## src/rtl/apb_cmp_timer_pkg.sv

```systemverilog
package apb_cmp_timer_pkg;

  typedef enum logic [1:0] {
    SEL_CMP  = 2'd0,
    SEL_FLAG = 2'd1,
    SEL_CLR  = 2'd2,
    SEL_NONE = 2'd3
  } reg_sel_e;

  localparam logic [7:0] OFS_CMP  = 8'h00;
  localparam logic [7:0] OFS_FLAG = 8'h04;
  localparam logic [7:0] OFS_CLR  = 8'h08;

  function automatic reg_sel_e decode_offset(input logic [7:0] ofs, input logic hi_zero);
    reg_sel_e sel;
    sel = SEL_NONE;
    if (hi_zero) begin
      case (ofs)
        OFS_CMP:  sel = SEL_CMP;
        OFS_FLAG: sel = SEL_FLAG;
        OFS_CLR:  sel = SEL_CLR;
        default:  sel = SEL_NONE;
      endcase
    end
    return sel;
  endfunction

  function automatic logic is_write_access(input logic sel, input logic en, input logic wr);
    return sel & en & wr;
  endfunction

  function automatic logic is_read_capture(input logic sel, input logic wr);
    return sel & ~wr;
  endfunction

endpackage

```

## src/rtl/acmt_prescaler.sv

```systemverilog
module acmt_prescaler #(
  parameter int PRE_W = 18
) (
  input  logic pclk,
  input  logic presetn,
  output logic tick
);
  localparam int MSB = PRE_W - 1;

  logic [PRE_W-1:0] pre_q;
  logic             msb_q;

  always_ff @(posedge pclk) begin
    if (!presetn) begin
      pre_q <= '0;
      msb_q <= 1'b0;
    end else begin
      pre_q <= pre_q + 1'b1;
      msb_q <= pre_q[MSB];
    end
  end

  assign tick = pre_q[MSB] & ~msb_q;

  assert_tick_single_R5: assert property (@(posedge pclk) disable iff (!presetn)
    tick |=> !tick);

endmodule

```

## src/rtl/acmt_apb_regs.sv

```systemverilog
module acmt_apb_regs
  import apb_cmp_timer_pkg::*;
#(
  parameter int ADDR_W = 12,
  parameter int DATA_W = 32,
  parameter int CNT_W  = 16
) (
  input  logic              pclk,
  input  logic              presetn,
  input  logic              psel,
  input  logic              penable,
  input  logic              pwrite,
  input  logic [ADDR_W-1:0] paddr,
  input  logic [DATA_W-1:0] pwdata,
  input  logic              match_flag,
  output logic [DATA_W-1:0] prdata,
  output logic [CNT_W-1:0]  cmp_val,
  output logic              clr_bit
);
  reg_sel_e          sel;
  logic              wr_fire;
  logic              rd_fire;
  logic [DATA_W-1:0] rd_word;
  logic [DATA_W-1:0] prdata_q;
  logic [CNT_W-1:0]  cmp_q;
  logic              clr_q;
  logic              unused_wdata;

  assign sel     = decode_offset(paddr[7:0], paddr[ADDR_W-1:8] == '0);
  assign wr_fire = is_write_access(psel, penable, pwrite);
  assign rd_fire = is_read_capture(psel, pwrite);
  assign unused_wdata = ^pwdata[DATA_W-1:CNT_W];

  always_comb begin
    rd_word = '0;
    if (sel == SEL_FLAG) rd_word[0] = match_flag;
  end

  always_ff @(posedge pclk) begin
    if (!presetn) begin
      cmp_q    <= '0;
      clr_q    <= 1'b0;
      prdata_q <= '0;
    end else begin
      if (wr_fire && sel == SEL_CMP) cmp_q <= pwdata[CNT_W-1:0];
      if (wr_fire && sel == SEL_CLR) clr_q <= pwdata[0];
      if (rd_fire) prdata_q <= rd_word;
    end
  end

  assign prdata  = prdata_q;
  assign cmp_val = cmp_q;
  assign clr_bit = clr_q;

  assert_write_needs_access_R1: assert property (@(posedge pclk) disable iff (!presetn)
    !(psel && penable && pwrite) |=> ($stable(cmp_val) && $stable(clr_bit)));

  assert_setup_capture_R2: assert property (@(posedge pclk) disable iff (!presetn)
    (psel && !pwrite && !penable && paddr == ADDR_W'(OFS_FLAG)) |=>
      prdata == DATA_W'($past(match_flag)));

  assert_wo_reads_zero_R8: assert property (@(posedge pclk) disable iff (!presetn)
    (psel && !pwrite && paddr != ADDR_W'(OFS_FLAG)) |=> prdata == '0);

endmodule

```

## src/rtl/acmt_counter.sv

```systemverilog
module acmt_counter #(
  parameter int CNT_W = 16
) (
  input  logic             pclk,
  input  logic             presetn,
  input  logic             tick,
  input  logic             clr_bit,
  input  logic [CNT_W-1:0] cmp_val,
  output logic             match_flag
);
  logic [CNT_W-1:0] cnt_q;
  logic             flag_q;
  logic             hit;

  function automatic logic [CNT_W-1:0] step(input logic [CNT_W-1:0] v);
    return v + 1'b1;
  endfunction

  assign hit = (cnt_q == cmp_val);

  always_ff @(posedge pclk) begin
    if (!presetn) begin
      cnt_q  <= '0;
      flag_q <= 1'b0;
    end else if (clr_bit) begin
      cnt_q  <= '0;
      flag_q <= 1'b0;
    end else if (flag_q) begin
      cnt_q  <= cnt_q;
    end else if (hit) begin
      flag_q <= 1'b1;
    end else if (tick) begin
      cnt_q  <= step(cnt_q);
    end
  end

  assign match_flag = flag_q;

  assert_step_by_one_R5: assert property (@(posedge pclk) disable iff (!presetn)
    !clr_bit |=> (cnt_q == $past(cnt_q) || cnt_q == step($past(cnt_q))));

  assert_match_sets_R6: assert property (@(posedge pclk) disable iff (!presetn)
    (!clr_bit && hit) |=> match_flag);

  assert_sticky_R6: assert property (@(posedge pclk) disable iff (!presetn)
    (match_flag && !clr_bit) |=> match_flag);

  assert_clear_R7: assert property (@(posedge pclk) disable iff (!presetn)
    clr_bit |=> (cnt_q == '0 && !match_flag));

  assert_hold_on_match_R9: assert property (@(posedge pclk) disable iff (!presetn)
    (match_flag && !clr_bit) |=> $stable(cnt_q));

endmodule

```

## src/rtl/apb_cmp_timer.sv

```systemverilog
module apb_cmp_timer #(
  parameter int ADDR_W = 12,
  parameter int DATA_W = 32,
  parameter int CNT_W  = 16,
  parameter int PRE_W  = 18
) (
  input  logic              pclk,
  input  logic              presetn,
  input  logic              psel,
  input  logic              penable,
  input  logic              pwrite,
  input  logic [ADDR_W-1:0] paddr,
  input  logic [DATA_W-1:0] pwdata,
  output logic [DATA_W-1:0] prdata,
  output logic              pready,
  output logic              pslverr
);
  logic             tick;
  logic             clr_bit;
  logic             match_flag;
  logic [CNT_W-1:0] cmp_val;

  acmt_apb_regs #(.ADDR_W(ADDR_W), .DATA_W(DATA_W), .CNT_W(CNT_W)) u_regs (
    .pclk(pclk), .presetn(presetn), .psel(psel), .penable(penable),
    .pwrite(pwrite), .paddr(paddr), .pwdata(pwdata), .match_flag(match_flag),
    .prdata(prdata), .cmp_val(cmp_val), .clr_bit(clr_bit)
  );

  acmt_prescaler #(.PRE_W(PRE_W)) u_pre (
    .pclk(pclk), .presetn(presetn), .tick(tick)
  );

  acmt_counter #(.CNT_W(CNT_W)) u_cnt (
    .pclk(pclk), .presetn(presetn), .tick(tick), .clr_bit(clr_bit),
    .cmp_val(cmp_val), .match_flag(match_flag)
  );

  assign pready  = 1'b1;
  assign pslverr = 1'b0;

  assert_flag_cleared_by_reset_R4: assert property (@(posedge pclk)
    !presetn |=> (!match_flag && prdata == '0));

endmodule

```

## config.mk

```make
export PLATFORM = sky130hd
export DESIGN_NAME = apb_cmp_timer
export DESIGN_NICKNAME = d
export VERILOG_FILES = /design/src/rtl/apb_cmp_timer_pkg.sv /design/src/rtl/acmt_prescaler.sv /design/src/rtl/acmt_apb_regs.sv /design/src/rtl/acmt_counter.sv /design/src/rtl/apb_cmp_timer.sv
export SDC_FILE = /design/constraint.sdc
export NUM_CORES = 1
export LEC_CHECK = 0
export ABC_AREA = 1
export BUFFER_PORTS_ARGS = -buffer_cell sky130_fd_sc_hd__buf_4
export CAP_MARGIN = 20
export CORE_MARGIN = 3
export CORE_UTILIZATION = 37
export CTS_BUF_LIST = sky130_fd_sc_hd__clkbuf_2
export DETAILED_ROUTE_END_ITERATION = 12
export PLACE_DENSITY = 0.57
export SLEW_MARGIN = 15
export SYNTH_ARGS = -nofsm -noshare
export SYNTH_HDL_FRONTEND = slang
export SYNTH_SLANG_ARGS = --single-unit
```

## constraint.sdc

```tcl
create_clock -name pclk -period 4.1 [get_ports pclk]
set_clock_uncertainty 0.05 [all_clocks]
set_input_delay 0.615 -clock pclk [delete_from_list [all_inputs] [get_ports pclk]]
set_output_delay 0.615 -clock pclk [all_outputs]
set_load 0.005 [all_outputs]
```

==> reports/qor.txt, run 1 <==
run status: finished, final reports clean
mean post-synth cell area: 6.59 sq um
TritonCTS clock tree: built
cells after synthesis: 469
synthesized flop and latch total: 54
R2R setup slack: 2.26 ns
clock transition at the registers of the reported paths: 0.27 ns
fin nets: 546
RSZ-0062 raised after global routing: false
number of inserted diodes: 0
die area: 0.00949 sq mm
CTS root buffer: clkbuf_2
leakage: 1.34 nW
reg-to-reg endpoint: u_cnt.cnt_q[6]$_SDFFE_PP0P_
number of global-route vias before repair: 2,575
RePlAce Congestion: 0.859
maximum buffer depth of the clock tree: 2
critical path fanouts, max: 7
1st-pass router iterations: 4
post-synthesis compound-gate area fraction: 0.129
max frequency: 544 MHz
Slew Limit Fails: 0
# resized after CTS: 0
core area: 0.00793 sq mm
Layout area overhead: 7.65%
global-route usage over all layers: 0.140
Num CTS Buffers: 5
post-layout minimum cycle time: 1.84 ns
Buf/Inv on CP: 0
HPWL Detailed: 4890 um
total power: 0.000795 W
I/O pin cnt: 83
Post-CTS Setup Inserts: 0
worst-skew pair later-pin latency: 0.42 ns
Hold EP: u_regs.cmp_val[7]$_SDFFE_PN0P_
xor/xnor share of the synthesized area: 0.0255
top cell type's share of synthesized area: 0.350
HP Class: input port to flop
WL/cell: 11.0 um
async set-reset flop share out of synthesis: 0
initial antenna violation count: 0
VDD IR max: 0.149 mV
CTS H-tree depth: 2
port bufs: 33
Worst R2R Start: u_cnt.cnt_q[0]$_SDFFE_PP0P_
final wirelength: 6610 um
height of the die: 97.4 um
MaxCap Viol Count: 0
slowest CP cell: dfxtp_1
Worst setup EP type: flop
Syn. warnings: 0
Req. time, crit path: 4.43 ns
Worst Tran Pin Value: 0.789 ns
sequential share of the synthesized area: 0.350
main flop type after synthesis: dfxtp_1
DRC Markers: 0
Mapped Area: 0.00309 sq mm
clock sink count: 54
min-delay src: pwdata[7]
Filler Cell Count: 857
relative slew slack: 0.474
Antenna Nets Post-Route: 0
number of enable flip-flop cells after synthesis: 0
final setup violation count: 0
largest family of logic cells by synthesized area: simple AND/OR/NAND/NOR gates
first-pass GRT wire length: 11,300 um
largest net degree at the start of global routing: 33
Congestion Overflow GR: 0
vias: 2,803
Die Width: 97.4 um
layout cells sized above 1: 0.123
Simple-Gate Fraction of Synth Area: 0.318
Synth Area in Adders: 0.00809
library cells used by synthesis: 29
final hold vios: 0
Synth area leaders: dfxtp_1 (35%), nand2_1 (15%), buf_4 (8.0%)
CP startpoint kind: flop
Rows: 32
data arrival time of the worst path: 2.17 ns
max incr delay on CP: 0.54 ns
mux cell area share after synthesis: 0
critical path class: flop to flop
PwrDens: 239 mW/mm^2
Post-CTS Hold Buffers: 0
critical path, cell by cell: ha_1 > nand3_1 > nor2_1 > xor2_1 > nand4_1 > a21oi_2
fin crit share: 0.449
Hold Path Depth: 3
Worst Reg-to-Reg Cells: 6
setup_tns: 0 ns
start point of the critical path: u_cnt.cnt_q[0]$_SDFFE_PP0P_
DR vias/cell: 4.69
DR iter-0 viols: 115
Crit path max-delay family: simple AND/OR/NAND/NOR gates
initial core utilization: 0.390
dominant cell type by area after synthesis: dfxtp_1
[stage by stage]
stage	cells	instance area [sq um]	setup WS [ns]	util	hold WS [ns]
final	598	3330	2.26	0.420	0.397
after global routing	598	3330	2.04	0.420	0.352
after CTS	597	3310	1.85	0.418	0.351
after detailed placement	589	3270	1.33	0.413	0.392
after global placement	589	3270	1.38	0.413	0.380
after floorplan	500	3210	2.40	-	0.368
[registers in the layout, summed over array words and instances, names as in the netlist]
signal,flops
u_pre.pre_q,18
u_cnt.match_flag,1
u_cnt.cnt_q,16
u_regs.cmp_val,16
u_pre.msb_q,1
u_regs.prdata,1
u_regs.clr_bit,1
[how the worst max path moves through the flow]
stage | slack [ns] | cells past startpoint | to
floorplan | 2.40 | 7 | u_regs.cmp_val[12]$_SDFFE_PN0P_
global placement | 1.38 | 7 | u_regs.cmp_val[8]$_SDFFE_PN0P_
detailed placement | 1.33 | 7 | u_regs.cmp_val[0]$_SDFFE_PN0P_
CTS | 1.85 | 7 | u_regs.cmp_val[8]$_SDFFE_PN0P_
global route | 2.04 | 10 | u_pre.pre_q[12]$_SDFF_PN0_
finish | 2.26 | 6 | u_cnt.cnt_q[6]$_SDFFE_PP0P_
[routing by layer]
metal / wire length (um) / vias up / track usage
met5: 0 / - / 0
met4: 46 / 0 / 0.0383
met3: 205 / 4 / 0.0280
met2: 3360 / 47 / 0.253
met1: 2990 / 1272 / 0.166
li1: - / 1480 / -
[cells by family (layout without fill, tap and decap cells)]
logic type,count (synthesis),after routing
other,2,33
DFF,54,54
AOI/OAI and AO/OA,72,72
buffers and inverters,101,97
xor gates and xnor gates,9,9
and+or+nand+nor,229,229
adders and majority gates,2,2
[worst min-delay path, cell delays in order]
cell,delay [ns]
buf_4,0.07
o21ai_0,0.07
a21oi_1,0.10
[power breakdown]
part	total [W]	switching [W]	leakage [nW]	internal, W
Sequential	0.000532	0.00000199	0.436	0.000530
Clock	0.000206	0.000167	0.0264	0.0000390
Combinational	0.0000563	0.0000308	0.881	0.0000254
Total	0.000795	0.000200	1.34	0.000594
[synthesized netlist by cell type (3+ instances only)]
| master | count |
|---|---|
| nand2_1 | 127 |
| dfxtp_1 | 54 |
| nor2_1 | 52 |
| inv_1 | 48 |
| a21oi_1 | 35 |
| buf_4 | 33 |
| o21ai_0 | 26 |
| nand4_1 | 23 |
| nand3_1 | 15 |
| a21oi_2 | 9 |
| xor2_1 | 8 |
| clkbuf_1 | 7 |
| inv_2 | 5 |
| nor3_1 | 5 |
| buf_2 | 3 |
[cells in the final DEF, fill, tap and decap left out, drive strengths merged]
cell type / instances
dfxtp: 54
nand2: 128
inv: 53
a31oi: 1
conb: 33
buf: 34
o21ai: 26
nand4: 23
clkbuf: 5
clkinvlp: 1
nand3: 16
nor3: 6
or2: 1
xor2: 8
xnor2: 1
o21a: 1
nor2: 55
ha: 2
clkinv: 4
a21oi: 44
[final cells by class]
class | count | area (sq um) | share of cell area
Clock buffer | 5 | 25.0 | 0.00752
Tap cell | 102 | 128 | 0.0383
Inverter | 55 | 206 | 0.0620
Multi-Input combinational cell | 345 | 1610 | 0.484
Sequential cell | 54 | 1080 | 0.325
Clock inverter | 3 | 16.3 | 0.00489
Timing Repair Buffer | 34 | 263 | 0.0789
(Power assumes the default switching activity.)
==> run 2, diff against run 1 <==
==> constraint.sdc (replaced) <==
create_clock -name pclk -period 1.7 [get_ports pclk]
set_clock_uncertainty 0.05 [all_clocks]
set_input_delay 0.255 -clock pclk [delete_from_list [all_inputs] [get_ports pclk]]
set_output_delay 0.255 -clock pclk [all_outputs]
set_load 0.005 [all_outputs]
==> run 2 against run 1 <==
Critical path depth is 4 higher. Sequential share of layout area is 2.9 points lower. Clock-buffer cell count is the same. Utilization increased by 4.8 points. Combinational power grew to 3.0 times the previous value. Power grew to 2.7 times the previous value. Cell area up 11%. Sequential cell count unchanged. Die area did not move. Critical endpoint is now u_cnt.cnt_q[10]$_SDFFE_PP0P_. Largest cell class unchanged.
==> reports/qor.txt, run 2 (synthesized netlist as in run 1, its figures left out) <==
run status: finished, final reports clean
Worst Reg-to-Reg Cells: 10 (+4)
largest net degree at the start of global routing: 33 (unchanged)
layout cells sized above 1: 0.201 (+0.0778)
min-delay src: pwdata[1]
vias: 2,881 (+2.8%)
clock transition at the registers of the reported paths: 0.29 ns (+0.02 ns)
first-pass GRT wire length: 11,500 um (+1.8%)
height of the die: 97.4 um (unchanged)
Congestion Overflow GR: 0 (unchanged)
Layout area overhead: 20.0%
max frequency: 626 MHz (+15%)
setup_tns: 0 ns (unchanged)
number of global-route vias before repair: 2,679 (+4.0%)
Antenna Nets Post-Route: 0 (unchanged)
PwrDens: 577 mW/mm^2 (+140%)
total power: 0.00214 W (+170%)
1st-pass router iterations: 4 (unchanged)
final wirelength: 6940 um (+5.0%)
MaxCap Viol Count: 0 (unchanged)
die area: 0.00949 sq mm (unchanged)
port bufs: 33 (unchanged)
max reg flops: 18 (unchanged)
HP Class: input port to flop
CTS H-tree depth: 2 (unchanged)
DR iter-0 viols: 132 (+15%)
HPWL Detailed: 5130 um (+4.9%)
most frequent cells in the layout: nand2_1 (126), buf_4 (58), inv_1 (47), nor2_1 (47), dfxtp_1 (43)
Die Width: 97.4 um (unchanged)
CTS root buffer: clkbuf_2
reg-to-reg endpoint: u_cnt.cnt_q[10]$_SDFFE_PP0P_
critical path class: flop to flop
fin nets: 583 (+6.8%)
core area: 0.00793 sq mm (unchanged)
most common cell after layout, fill and taps aside: nand2_1
Rows: 32 (unchanged)
Hold EP: u_regs.cmp_val[1]$_SDFFE_PN0P_
global-route usage over all layers: 0.142 (+0.00246)
number of inserted diodes: 0 (unchanged)
Slew Limit Fails: 0 (unchanged)
fin crit share: 0.939 (+0.491)
post-layout minimum cycle time: 1.60 ns (-0.243 ns)
VDD IR max: 0.378 mV (+150%)
final setup violation count: 0 (unchanged)
Top reg by flops: u_pre.pre_q
R2R setup slack: 0.10 ns (-2.16 ns)
data arrival time of the worst path: 1.95 ns (-0.22 ns)
worst-skew pair later-pin latency: 0.44 ns (+0.02 ns)
initial core utilization: 0.390 (unchanged)
critical path fanouts, max: 8 (+1)
DR vias/cell: 4.54 (-3.2%)
Worst R2R Start: u_cnt.cnt_q[5]$_SDFFE_PP0P_
WL/cell: 10.9 um (-1.1%)
final hold vios: 0 (unchanged)
DRC Markers: 0 (unchanged)
Worst setup EP type: flop
initial antenna violation count: 0 (unchanged)
leakage: 1.54 nW (+14%)
Num CTS Buffers: 5 (unchanged)
clock sink count: 54 (unchanged)
Hold Path Depth: 3 (unchanged)
Req. time, crit path: 2.05 ns (-2.38 ns)
CP startpoint kind: flop
I/O pin cnt: 83 (unchanged)
TritonCTS clock tree: built
RePlAce Congestion: 0.886 (+3.1%)
maximum buffer depth of the clock tree: 2 (unchanged)
==> run 2: cell count changes in the layout (fill, tap and decap cells not counted), sizes merged <==
cell | previous run | this run
buf | 34 | 58
dlygate4sd3 | 0 | 12
clkinv | 4 | 2
inv | 53 | 55
bufinv | 0 | 1
clkinvlp | 1 | 0
nand3 | 16 | 17
==> run 2: metrics by stage <==
| stage | hold WS (ns) | util | cell area, sq um | worst slack, ns | cells |
|---|---|---|---|---|---|
| 3_5_place_dp | 0.387 | 0.434 | 3440 | 0.0327 | 611 |
| 2_1_floorplan | 0.368 | - | 3210 | 0.197 | 500 |
| 3_3_place_gp | 0.378 | 0.434 | 3440 | 0.0689 | 611 |
| 5_1_grt | 0.0115 | 0.468 | 3710 | -0.0149 | 635 |
| 4_1_cts | 0.000317 | 0.458 | 3630 | 0.0406 | 631 |
| 6_report | 0.0253 | 0.468 | 3710 | 0.103 | 635 |
==> run 2: timing repair <==
action,in CTS,in global routing
hold buffers,12,0
setup buffers,0,3
endpoints found under the hold margin,12,0
resized for setup,1,21
gates cloned,0,1
setup endpoints to repair,1,22
pin swaps,0,4
==> run 2: worst max-delay path, cell delays in order, from the launching register on <==
cell     delay, ns
dfxtp_1       0.52
inv_2         0.07
nand2_1       0.06
nand2_1       0.04
nor2_1        0.09
nand2_1       0.10
nor2_4        0.11
nand2_4       0.10
nand3_2       0.20
nand2_1       0.10
a21oi_2       0.12
==> run 2: layer usage <==
metal	global-route usage	vias to the layer above	share of wire
met5	0	-	0
met4	0.0341	0	0.0045
met1	0.180	1287	0.45
met3	0.0237	2	0.030
met2	0.250	36	0.51
li1	-	1556	-
==> run 2: layout make-up <==
cell class                 instances  area [sq um]
clock buffer                       5          25.0
clock inverter                     3          47.5
fill                             831          4220
inverter                          55           206
multi-input combinational        346          1650
sequential                        54          1100
tap                              102           128
timing repair buffer              70           556
==> run 2: worst max-delay path by stage <==
stage | cells after the start | endpoint | slack, ns | start
2_1_floorplan | 10 | u_pre.pre_q[12]$_SDFF_PN0_ | 0.20 | u_pre.pre_q[0]$_SDFF_PN0_
3_3_place_gp | 10 | u_pre.pre_q[12]$_SDFF_PN0_ | 0.07 | u_pre.pre_q[0]$_SDFF_PN0_
3_5_place_dp | 10 | u_pre.pre_q[12]$_SDFF_PN0_ | 0.03 | u_pre.pre_q[0]$_SDFF_PN0_
4_1_cts | 10 | u_pre.pre_q[12]$_SDFF_PN0_ | 0.04 | u_pre.pre_q[0]$_SDFF_PN0_
5_1_grt | 9 | u_pre.pre_q[14]$_SDFF_PN0_ | -0.01 | u_pre.pre_q[0]$_SDFF_PN0_
6_report | 10 | u_cnt.cnt_q[10]$_SDFFE_PP0P_ | 0.10 | u_cnt.cnt_q[5]$_SDFFE_PP0P_
==> run 2: power by group <==
group / total, W / internal, W / switching [W] / leakage (nW)
clock: 0.000686 / 0.000260 / 0.000426 / 0.0440
combinational: 0.000169 / 0.0000875 / 0.0000816 / 1.05
sequential: 0.00129 / 0.00128 / 0.00000688 / 0.441
